==> src/rtl/dsm_pkg.sv <==
package dsm_pkg;
  // Width of the signed dither slice taken from the LFSR
  localparam int DITHER_W = 3;

  // Strobes from control to datapath
  typedef struct packed {
    logic                       slowStep;
    logic                       ditherOn;
    logic signed [DITHER_W-1:0] ditherVal;
  } dsm_ctrl_t;
endpackage

==> src/rtl/dsm_ctrl.sv <==
module dsm_ctrl
  import dsm_pkg::*;
#(
  parameter int              LFSR_W    = 16,
  parameter logic [LFSR_W-1:0] LFSR_TAPS = 16'hB400,
  parameter logic [LFSR_W-1:0] LFSR_SEED = 16'hACE1
) (
  input  logic      clk,
  input  logic      rst,
  input  logic      slowMode,
  input  logic      ditherEn,
  output dsm_ctrl_t ctrlOut
);
  logic [LFSR_W-1:0] lfsrQ;
  logic              feedBit;

  // Fibonacci feedback: parity of the tapped bits
  assign feedBit = ^(lfsrQ & LFSR_TAPS);

  always_ff @(posedge clk) begin
    if (rst) lfsrQ <= LFSR_SEED;
    else     lfsrQ <= {lfsrQ[LFSR_W-2:0], feedBit};
  end

  always_comb begin
    ctrlOut.slowStep  = slowMode;
    ctrlOut.ditherOn  = ditherEn;
    ctrlOut.ditherVal = ditherEn ? $signed(lfsrQ[DITHER_W-1:0]) : '0;
  end
endmodule

==> src/rtl/dsm_datapath.sv <==
module dsm_datapath
  import dsm_pkg::*;
#(
  parameter int DATA_W = 8,
  parameter int FRAC_W = 4
) (
  input  logic              clk,
  input  logic              rst,
  input  logic [DATA_W-1:0] sampleIn,
  input  dsm_ctrl_t         ctrlIn,
  output logic              bitOut,
  output logic [DATA_W-1:0] integOut
);
  localparam int INT_W  = DATA_W + 2;
  localparam int ACC_W  = INT_W + FRAC_W;
  localparam int SUM_W  = ACC_W + 2;
  localparam int DIFF_W = DATA_W + 2;
  localparam logic [INT_W-1:0] BIAS    = INT_W'(2 ** (DATA_W + 1));
  localparam logic [INT_W-1:0] FULL_I  = INT_W'(2 ** DATA_W - 1);
  localparam logic [INT_W-1:0] THR_I   = INT_W'(2 ** (DATA_W - 1));
  localparam logic [INT_W-1:0] TOP_I   = BIAS + FULL_I;
  localparam logic [INT_W-1:0] CMP_I   = BIAS + THR_I;
  localparam logic [ACC_W-1:0] ACC_RST = {CMP_I, {FRAC_W{1'b0}}};
  localparam logic [DATA_W-1:0] FULL   = {DATA_W{1'b1}};

  logic [ACC_W-1:0]        accQ, accNext;
  logic                    bitQ, bitNext;
  logic [DATA_W-1:0]       dacLevel;
  logic signed [DIFF_W-1:0] diffVal, ditherExt;
  logic signed [SUM_W-1:0] stepVal, sumVal;

  // Biased integer part to observed level, clamped to the output range
  function automatic logic [DATA_W-1:0] levelOf(input logic [ACC_W-1:0] acc);
    logic [INT_W-1:0] intPart;
    logic [INT_W-1:0] offs;
    intPart = acc[ACC_W-1:FRAC_W];
    offs    = intPart - BIAS;
    if (intPart < BIAS)       return '0;
    else if (intPart > TOP_I) return FULL;
    else                      return offs[DATA_W-1:0];
  endfunction

  // 1-bit feedback DAC
  assign dacLevel  = bitQ ? FULL : '0;
  assign ditherExt = DIFF_W'(ctrlIn.ditherVal);
  assign diffVal   = $signed({2'b00, sampleIn}) - $signed({2'b00, dacLevel}) + ditherExt;

  // Normal mode scales the difference up to the integer position
  assign stepVal = ctrlIn.slowStep ? SUM_W'(diffVal) : (SUM_W'(diffVal) <<< FRAC_W);
  assign sumVal  = $signed({2'b00, accQ}) + stepVal;

  always_comb begin
    if (sumVal[SUM_W-1])               accNext = '0;
    else if (|sumVal[SUM_W-2:ACC_W])   accNext = '1;
    else                               accNext = sumVal[ACC_W-1:0];
  end

  // Mid-scale comparator on the updated level
  assign bitNext = (accNext[ACC_W-1:FRAC_W] >= CMP_I);

  always_ff @(posedge clk) begin
    if (rst) begin
      accQ <= ACC_RST;
      bitQ <= 1'b0;
    end else begin
      accQ <= accNext;
      bitQ <= bitNext;
    end
  end

  assign bitOut   = bitQ;
  assign integOut = levelOf(accQ);
endmodule

==> src/rtl/dsm_dither_top.sv <==
module dsm_dither_top
  import dsm_pkg::*;
#(
  parameter int DATA_W = 8,
  parameter int FRAC_W = 4,
  parameter int LFSR_W = 16,
  parameter logic [LFSR_W-1:0] LFSR_TAPS = 16'hB400,
  parameter logic [LFSR_W-1:0] LFSR_SEED = 16'hACE1
) (
  input  logic              clk,
  input  logic              rst,
  input  logic [DATA_W-1:0] sampleIn,
  input  logic              slowMode,
  input  logic              ditherEn,
  output logic              bitOut,
  output logic [DATA_W-1:0] integOut
);
  dsm_ctrl_t ctrlBus;

  dsm_ctrl #(
    .LFSR_W(LFSR_W), .LFSR_TAPS(LFSR_TAPS), .LFSR_SEED(LFSR_SEED)
  ) ctrl_i (
    .clk(clk), .rst(rst), .slowMode(slowMode), .ditherEn(ditherEn), .ctrlOut(ctrlBus)
  );

  dsm_datapath #(
    .DATA_W(DATA_W), .FRAC_W(FRAC_W)
  ) path_i (
    .clk(clk), .rst(rst), .sampleIn(sampleIn), .ctrlIn(ctrlBus),
    .bitOut(bitOut), .integOut(integOut)
  );
endmodule

==> config.mk <==
export PLATFORM = sky130hd
export DESIGN_NAME = dsm_dither_top
export DESIGN_NICKNAME = d
export VERILOG_FILES = /design/src/rtl/dsm_pkg.sv /design/src/rtl/dsm_ctrl.sv /design/src/rtl/dsm_datapath.sv /design/src/rtl/dsm_dither_top.sv
export SDC_FILE = /design/constraint.sdc
export NUM_CORES = 1
export LEC_CHECK = 0
export CAP_MARGIN = 10
export CORE_ASPECT_RATIO = 1.1
export CORE_UTILIZATION = 50
export DETAILED_ROUTE_END_ITERATION = 12
export DONT_BUFFER_PORTS = 1
export GPL_ROUTABILITY_DRIVEN = 0
export GPL_TIMING_DRIVEN = 0
export PLACE_DENSITY_LB_ADDON = 0.25
export SYNTH_ARGS = -nofsm -noshare
export SYNTH_HDL_FRONTEND = slang
export SYNTH_SLANG_ARGS = --single-unit
==> constraint.sdc <==
create_clock -name clk -period 5.25 [get_ports clk]
set_input_delay 0.525 -clock clk [delete_from_list [all_inputs] [get_ports clk]]
set_output_delay 0.525 -clock clk [all_outputs]
set_load 0.1 [all_outputs]
Word level (Yosys, flattened, before mapping)

Index checks and enable logic that the tools add are counted.

Muxes and demuxes: 7
Reduce and logical (&&, ||, !) cells: 2
Magnitude comparators: 3
Add/subtract/negate cells: 4

Operators by type and width:

| operator               | number |
|---|---|
| $mux W14               | 2 |
| $mux W8                | 3 |
| $add A15 B14 Y16       | 1 |
| $reduce_xor A16 Y1     | 1 |
| $mux W13               | 1 |
| $add A9 B3 Y10         | 1 |
| $ge A10 B10 Y1 const B | 1 |
| $gt A10 B10 Y1 const B | 1 |
| $lt A10 B10 Y1 const B | 1 |
| $sub A8 B8 Y9          | 1 |
| $sub A8 B1 Y8 const B  | 1 |
| $mux W3                | 1 |
| $reduce_or A2 Y1       | 1 |

Register bits: 31

Longest topological paths before layout

Gate-level depths: netlist (run 1).

Depth in word-level cells: 8
Gate-level depth with buffers: 28
Gate-level depth less buffers: 27

Modules after synthesis

Synthesis (run 1) repeated with hierarchy kept, for this count alone.

Cells, all modules: 299
Area, all modules: 2580.0 sq um

Modules (own cells, without submodules):

| module       | instances | area an instance (sq um) | seq. area each (sq um) | cells each |
|---|---|---|---|---|
| dsm_datapath | 1         | 2088.3                   | 300.3                  | 258 |
| dsm_ctrl     | 1         | 491.7                    | 320.3                  | 41 |

Worst setup path before layout (run 1)

Ideal clock, no wire load.

Kind: reg2reg
Start: register path_i.bitQ, in the netlist path_i.bitOut
End: register path_i.accQ[2]
Period minus slack after synthesis: 5.305 ns
Data arrival time: 5.190 ns
Buffers on the path: 1
Path slack: -0.055 ns
Setup time: 0.115 ns
Cell stages (with the launch flop): 29
Cells stage by stage: dfxtp_1 > inv_1 > ha_1 > nor2b_1 > o21ai_0 > a21boi_0 > o21ai_0 > nand2b_1 > a21o_1 > a21oi_1 > xnor2_1 > ha_1 > inv_1 > nor2_1 > nor2_1 > a21oi_1 > xor2_1 > nand2_1 > nand2_1 > ha_1 > a21o_1 > and2_1 > o21ai_0 > o31a_1 > o221ai_2 > xnor2_2 > and2_4 > buf_6 > o21a_1

Cells in the longest elaborated chain, start to end: 6
Elaborated cells between the ends (all ways): 7
Classes of those cells: 3 x add/sub; 3 x mux; 1 x reduce/logical

Ends and longest elaborated chain:

| what                                         | line               | source |
|---|---|---|
| start: declaration                           | dsm_datapath.sv:27 | `logic bitQ, bitNext;` |
| start signal: assignment                     | dsm_datapath.sv:67 | `bitQ <= bitNext;` |
| $mux W8 *                                    | dsm_datapath.sv:44 | `assign dacLevel = bitQ ? FULL : '0;` |
| $sub A8 B8 Y9 *                              | dsm_datapath.sv:46 | `assign diffVal = $signed({2'b00, sampleIn}) - $signed({2'b00, dacLevel}) + ditherExt;` |
| $add A9 B3 Y10 *                             | dsm_datapath.sv:46 |  |
| $mux W13                                     | dsm_datapath.sv:49 | `assign stepVal = ctrlIn.slowStep ? SUM_W'(diffVal) : (SUM_W'(diffVal) <<< FRAC_W);` |
| $add A15 B14 Y16 *                           | dsm_datapath.sv:50 | `assign sumVal = $signed({2'b00, accQ}) + stepVal;` |
| $mux W14 or $reduce_or A2 Y1 (tied branches) | n/a                |  |
| end signal: assignment                       | dsm_datapath.sv:66 | `accQ <= accNext;` |
| end: declaration                             | dsm_datapath.sv:26 | `logic [ACC_W-1:0] accQ, accNext;` |

Mark *: on every way between the ends. The rest lies on a longest branch, timed or not.
A chain may end at the register's enable or synchronous reset.

Final worst setup path (run 1)

Start: register path_i.bitQ, in the netlist path_i.bitOut
End: register path_i.accQ[12]

Cells in the longest elaborated chain, start to end: 7

Ends and longest elaborated chain:

| what               | line               | source |
|---|---|---|
| $mux W8 *          | dsm_datapath.sv:44 |  |
| $sub A8 B8 Y9 *    | dsm_datapath.sv:46 |  |
| $add A9 B3 Y10 *   | dsm_datapath.sv:46 |  |
| $mux W13           | dsm_datapath.sv:49 |  |
| $add A15 B14 Y16 * | dsm_datapath.sv:50 |  |
| $mux W14           | dsm_datapath.sv:54 | `else if (\|sumVal[SUM_W-2:ACC_W]) accNext = '1;` |
| $mux W14 *         | dsm_datapath.sv:53 | `if (sumVal[SUM_W-1]) accNext = '0;` |

Marked as above.

==> impl_metrics.py, run 1 <==
metrics = {
    "status": {
        "outcome": "finished, final reports clean",
    },
    "sta": {
        "worstMarginPinSlew_ns": 1.06,
        "slew_headroom": 0.296,
        "fmax_mhz": 200,
        "fin_crit_ns": 5.00,
        "holdWs_ns": 0.315,
        "finalMaxSlewViolations": 0,
        "finalSetupViolations": 0,
        "period_share": 0.952,
        "finalClockSkew_ns": 0.00721,
        "finalHoldViolCount": 0,
    },
    "synthesis": {
        "seq_area_frac_synth": 0.253,
        "synth_edf_count": 0,
        "synthesis.area_sq_mm": 0.00245,
        "synthCells": 287,
        "synth.most_common_cell": "ha_1",
        "synth_cell_type_count": 46,
        "async_flop_share": 0,
        "synth_common_cells": "34 x ha_1, 31 x dfxtp_1, 30 x nor2_1",
        "yosys_warnings": 0,
        "synth_top_area_frac": 0.253,
        "synth_ff_type": "dfxtp_1",
        "synth_area_leaders": "dfxtp_1 25%, ha_1 17%, xor2_1 5.0%",
        "ys_ff_latch": 31,
        "yosys.area.top_type": "dfxtp_1",
        "synth_fp_nets": 336,
        "syn_avg_cell_area_sq_um": 8.54,
    },
    "job": {
        "max_cap_viol_count": 0,
    },
    "critical_path": {
        "critPathRequiredTime_ns": 5.47,
        "reg2reg_slack_ns": 0.25,
        "r2r-start": "path_i.bitOut$_SDFF_PP0_",
        "critPathKind": "flop to flop",
        "cp-start-kind": "flop",
        "setup.worst_path.end": "path_i.accQ[12]$_SDFF_PP0_",
        "worstPathMaxFanout": 5,
        "r2r-end": "path_i.accQ[12]$_SDFF_PP0_",
        "setup.worst_path.start": "path_i.bitOut$_SDFF_PP0_",
        "cp-end-kind": "flop",
        "cp.arrival_ns": 5.22,
        "ff2ff_path_depth": 26,
    },
    "detailed_routing": {
        "drtPass1Iterations": 4,
        "num_vias": 1930,
        "viasPerCell": 5.39,
        "wire_per_inst_um": 13.5,
        "ant_nets": 0,
        "totalWireLength_um": 4820,
        "drc_errors": 0,
        "drt_iter0_drc": 80,
    },
    "layout": {
        "layout-drive-gt1-share": 0.215,
        "fillers": 419,
        "multi_input_comb_area_sq_mm": 0.00183,
        "register_area_sq_um": 624,
        "diodes": 0,
        "final_core_util": 0.599,
        "area_delta_synth_final_pct": 14.6,
        "nets": 350,
    },
    "global_routing": {
        "gr-usage-all-layers": 0.186,
        "first_global_vias": 1665,
        "overflow": 0,
        "grt_max_degree": 11,
        "antenna_found_initial": 0,
        "grt_pass1_wl_um": 7230,
    },
    "floorplan": {
        "die-area_sq_mm": 0.00518,
        "initial_core_util": 0.523,
        "die_w_um": 68.7,
        "fp.dieH_um": 75.4,
        "io_pins": 21,
        "coreArea_sq_mm": 0.00468,
        "rows": 26,
    },
    "cts": {
        "htree_levels": 2,
        "clk_pin_slew_worst_paths_ns": 0.07,
        "insertion_delay_ns": 0.28,
        "numCtsBuffers": 5,
        "cts_buffer_depth": 2,
        "cts.sinks": 31,
        "ctsRootBufferMaster": "clkbuf_8",
        "cts_tree": "built",
    },
    "worst_hold_path": {
        "hp-class": "input pin to flop",
    },
    "placement": {
        "numPortBuffers": 0,
        "dp_hpwl_um": 3530,
    },
}
==> flip-flops by register name (all words and copies together) (netlist names) <==
| register | count |
|---|---|
| path_i.accQ | 14 |
| path_i.bitOut | 1 |
| ctrl_i.lfsrQ | 16 |
==> per-layer routing <==
layer  wire length [um]  GRT usage
met1               2300      0.249
met2               2330      0.313
met5                  0          0
met4                  8     0.0340
met3                179     0.0374
==> critical path, cell delays in order, from the launching register on <==
cell and delay [ns]:
dfxtp_4 0.57, clkinvlp_4 0.24, buf_4 0.20, ha_1 0.29, o21ai_0 0.09, nand2b_1 0.10, a21o_1 0.20, a21o_1 0.19
xor2_1 0.14, ha_1 0.32, nor2_2 0.15, nor2_2 0.05, nor2_1 0.08, a21oi_1 0.05, xor2_1 0.24, nand2_1 0.11
nand2_2 0.12, ha_4 0.22, a21o_1 0.19, and2_4 0.17, o21ai_1 0.12, o31a_1 0.23, o221ai_2 0.14, xnor2_2 0.24
and2_4 0.23, buf_8 0.13, o21a_1 0.12
==> how the worst min path moves through the flow <==
stage / start / to / slack (ns) / depth (start not counted)
after global routing: rst / ctrl_i.lfsrQ[8]$_SDFF_PP0_ / 0.30 / 1
after CTS: rst / ctrl_i.lfsrQ[4]$_SDFF_PP0_ / 0.31 / 1
after detailed placement: ctrl_i.lfsrQ[6]$_SDFF_PP1_ / ctrl_i.lfsrQ[7]$_SDFF_PP1_ / 0.40 / 1
final: rst / ctrl_i.lfsrQ[8]$_SDFF_PP0_ / 0.32 / 1
after floorplan: ctrl_i.lfsrQ[9]$_SDFF_PP0_ / ctrl_i.lfsrQ[10]$_SDFF_PP1_ / 0.39 / 1
after global placement: ctrl_i.lfsrQ[14]$_SDFF_PP0_ / ctrl_i.lfsrQ[15]$_SDFF_PP1_ / 0.40 / 1
==> stage by stage <==
| stage | worst slack, ns | instances | setup TNS, ns | cell area, sq um |
|---|---|---|---|---|
| after global routing | -0.0719 | 358 | -0.730 | 2810 |
| after floorplan | 0.360 | 287 | 0 | 2450 |
| after detailed placement | -0.442 | 343 | -4.29 | 2540 |
| final | 0.251 | 358 | 0 | 2810 |
| after CTS | 0.0414 | 350 | 0 | 2640 |
| after global placement | -0.451 | 343 | -4.27 | 2520 |
==> cells by family (layout without fill, tap and decap cells) <==
logic type                 Yosys count  in the layout  synth area share
AOI/OAI and AO/OA                   67             67             0.197
xor gates and xnor gates            28             28             0.103
adders and majority gates           37             37             0.198
buffers and inverters               26             41            0.0444
DFF                                 31             31             0.253
muxes                                3              3            0.0128
and+or+nand+nor                     95             95             0.191
==> layout by cell type (no fill, tap or decap), types with 2 or more instances in the layout <==
master	synthesis	layout
ha_1	34	30
dfxtp_1	31	30
nor2_1	30	20
nand2_1	21	19
inv_1	18	16
xor2_1	14	14
o21a_1	14	14
nor2b_1	13	13
xnor2_1	13	12
a21oi_1	13	11
nor2_2	0	10
o21ai_0	14	10
a21o_1	8	8
buf_4	1	8
or2_2	7	7
nor3_1	5	5
o21ai_1	1	5
clkbuf_8	0	5
a21oi_2	2	4
clkbuf_1	5	4
nand3_1	5	4
and2_1	4	3
and2_4	1	3
fa_1	3	3
ha_4	0	3
mux2i_1	2	2
nand2b_1	2	2
nand2_2	0	2
clkinvlp_4	0	2
o221ai_2	2	2
nor3b_2	0	2
xnor2_2	1	2
==> layout make-up <==
cell class,count,area share
multi-input cells,230,0.652
inverters,19,0.0267
repair buffers,9,0.0303
clock buffers,6,0.0258
plain buffers,5,0.0134
flip-flops and latches,31,0.222
well taps,56,0.0250
clock inverters,2,0.00446
==> timing repair <==
item | CTS | global route
buffers inserted | 1 | 7
gates resized for setup | 3 | 25
pin swaps | 0 | 15
hold buffers | 0 | 0
endpoints found under the setup margin | 15 | 15
gates cloned | 0 | 1
Power of run 1 is left out: the tool's default activity adds up to more than one toggle a clock period on the data nets, which glitch-free logic cannot reach.
==> run 2, diff against run 1 <==
--- a/config.mk
+++ b/config.mk
@@ -6,8 +6,10 @@
 export NUM_CORES = 1
 export LEC_CHECK = 0
 export CAP_MARGIN = 10
+export CELL_PAD_IN_SITES_DETAIL_PLACEMENT = 2
+export CELL_PAD_IN_SITES_GLOBAL_PLACEMENT = 2
 export CORE_ASPECT_RATIO = 1.1
-export CORE_UTILIZATION = 50
+export CORE_UTILIZATION = 39
 export DETAILED_ROUTE_END_ITERATION = 12
 export DONT_BUFFER_PORTS = 1
 export GPL_ROUTABILITY_DRIVEN = 0
==> run 2 against run 1 <==
  * Critical path type unchanged
  * Largest cell class unchanged
  * Via count increased by 9.5%
  * Utilization decreased by 10 points
  * Fmax decreased by 3.7%
  * Hold slack got worse by 0.036 ns
  * Highest routed layer unchanged
  * Routed wire length increased by 51%
  * Clock-buffer cell count decreased by 1
  * Global-route usage increased by 2.2 points
  * Non-clock buffer count increased by 10
  * Die area increased by 27%
==> impl_metrics.py, run 2 (same netlist as run 1, synthesis figures left out) <==
metrics = {
    "status": {
        "outcome": "finished, final reports clean",
    },
    "worst_hold_path": {
        "hp-class": "input pin to flop",
    },
    "critical_path": {
        "ff2ff_path_depth": 21,
        "critPathKind": "flop to flop",
        "critPathRequiredTime_ns": 5.40,
        "worstPathMaxFanout": 4,
        "cp-end-kind": "flop",
        "slowest_delay_ns": 0.57,
        "cp-start-kind": "flop",
        "cp.arrival_ns": 5.34,
        "r2r-start": "path_i.bitOut$_SDFF_PP0_",
        "cp_slowest_cell": "dfxtp_4",
        "r2r-end": "path_i.bitOut$_SDFF_PP0_",
        "setup.worst_path.start": "path_i.bitOut$_SDFF_PP0_",
        "path_cells": "clkinvlp_4 -> buf_6 -> ha_1 -> o21ai_2 -> nand2b_1 -> a21o_1 -> a21o_1 -> xor2_1 -> ha_2 -> nor2_1 -> nor2_1 -> o31ai_2 -> o32a_4 -> nand2_2 -> o21ai_1 -> ha_1 -> nand3_2 -> o31a_1 -> and2_4 -> o311ai_0 -> o2bb2ai_2",
        "setup.worst_path.end": "path_i.bitOut$_SDFF_PP0_",
        "reg2reg_slack_ns": 0.06,
    },
    "global_routing": {
        "first_global_vias": 2233,
        "antenna_found_initial": 0,
        "grtUsageMet1": 0.234,
        "gr-usage-all-layers": 0.208,
        "use_met2": 0.393,
        "top_usage_layer": "met2",
        "grt_use_met3": 0.0355,
        "grt_pass1_wl_um": 10600,
        "grt_max_degree": 13,
        "overflow": 0,
    },
    "cts": {
        "clk_pin_slew_worst_paths_ns": 0.09,
        "numCtsBuffers": 5,
        "ctsRootBufferMaster": "clkbuf_8",
        "insertion_delay_ns": 0.30,
        "cts_tree": "built",
        "cts_buffer_depth": 2,
        "htree_levels": 2,
        "cts.sinks": 31,
    },
    "layout": {
        "mostFrequentLayoutCells": "30 x dfxtp_1, 29 x ha_1, 22 x nor2_1, 19 x nand2_1, 18 x buf_4",
        "fin_area_sq_mm": 0.00293,
        "diodes": 0,
        "final_cells": 389,
        "nets": 360,
        "largest_reg_flops": 16,
        "final_core_util": 0.495,
        "largest_register": "ctrl_i.lfsrQ",
        "area_delta_synth_final_pct": 19.4,
        "layout-drive-gt1-share": 0.250,
        "layout_commonest_cell": "dfxtp_1",
    },
    "detailed_routing": {
        "num_vias": 2113,
        "drc_errors": 0,
        "drt_iter0_drc": 56,
        "totalWireLength_um": 7290,
        "ant_nets": 0,
        "viasPerCell": 5.43,
        "drtPass1Iterations": 5,
        "wire_per_inst_um": 18.7,
    },
    "sta": {
        "fmax_mhz": 193,
        "finalClockSkew_ns": 0.0115,
        "period_share": 0.988,
        "fin_crit_ns": 5.19,
        "slew_headroom": 0.297,
        "fin_tns_setup_ns": 0,
        "finalSetupViolations": 0,
        "worstMarginPinSlew_ns": 1.05,
        "finalHoldViolCount": 0,
        "finalMaxSlewViolations": 0,
    },
    "floorplan": {
        "rows": 29,
        "die_w_um": 77.6,
        "initial_core_util": 0.414,
        "fp.dieH_um": 85.1,
        "io_pins": 21,
        "die-area_sq_mm": 0.00660,
        "coreArea_sq_mm": 0.00591,
    },
    "placement": {
        "dpl_cell_area_sq_mm": 0.00257,
        "numPortBuffers": 0,
        "dp_cells": 364,
        "dp_hpwl_um": 4780,
    },
    "job": {
        "max_cap_viol_count": 0,
    },
}
==> run 2: critical path, delay by kind of cell, from the launching register on <==
kind | cells | cell delay, ns
AND/OR/NAND/NOR | 6 | 0.73
adder cells (fa/ha/maj) | 3 | 0.99
AO/OA/AOI/OAI | 9 | 2.16
XOR/XNOR | 1 | 0.15
flip-flops | 1 | 0.57
buffers and inverters | 2 | 0.42
==> run 2: cell type report <==
cell class | instances | area, sq um
flip-flops and latches | 31 | 624
well taps | 77 | 96.3
plain buffers | 5 | 33.8
clock buffers | 5 | 68.8
fillers | 647 | 2990
multi-input cells | 230 | 1840
inverters | 19 | 75.1
clock inverters | 3 | 23.8
repair buffers | 19 | 164
==> run 2: how the worst min path moves through the flow <==
stage	start	end	slack [ns]	depth (start not counted)
5_1_grt	rst	ctrl_i.lfsrQ[1]$_SDFF_PP0_	0.27	1
6_report	rst	ctrl_i.lfsrQ[1]$_SDFF_PP0_	0.28	1
2_1_floorplan	ctrl_i.lfsrQ[9]$_SDFF_PP0_	ctrl_i.lfsrQ[10]$_SDFF_PP1_	0.39	1
4_1_cts	rst	ctrl_i.lfsrQ[1]$_SDFF_PP0_	0.29	1
3_5_place_dp	ctrl_i.lfsrQ[5]$_SDFF_PP1_	ctrl_i.lfsrQ[6]$_SDFF_PP1_	0.40	1
3_3_place_gp	ctrl_i.lfsrQ[9]$_SDFF_PP0_	ctrl_i.lfsrQ[10]$_SDFF_PP1_	0.39	1
==> run 2: metrics by stage <==
stage | hold WS (ns) | worst slack [ns]
after floorplan | 0.389 | 0.360
after global placement | 0.394 | -0.554
after detailed placement | 0.397 | -0.676
after CTS | 0.287 | 0.0188
after global routing | 0.270 | -0.291
final | 0.280 | 0.0614
==> run 2: what timing repair did <==
| action | 4_1_cts | 5_1_grt |
|---|---|---|
| gates cloned | 0 | 1 |
| setup endpoints to repair | 15 | 15 |
| pin swaps | 5 | 18 |
| setup buffers | 9 | 9 |
| hold buffers | 0 | 0 |
| resized for setup | 9 | 23 |
==> run 2: metal layers <==
layer / part of all wire / vias to the layer above
met4: 0.015 / 0
met5: 0 / -
met2: 0.54 / 32
met1: 0.42 / 1046
li1: - / 1024
met3: 0.025 / 11
Power of run 2 is left out for the same reason.
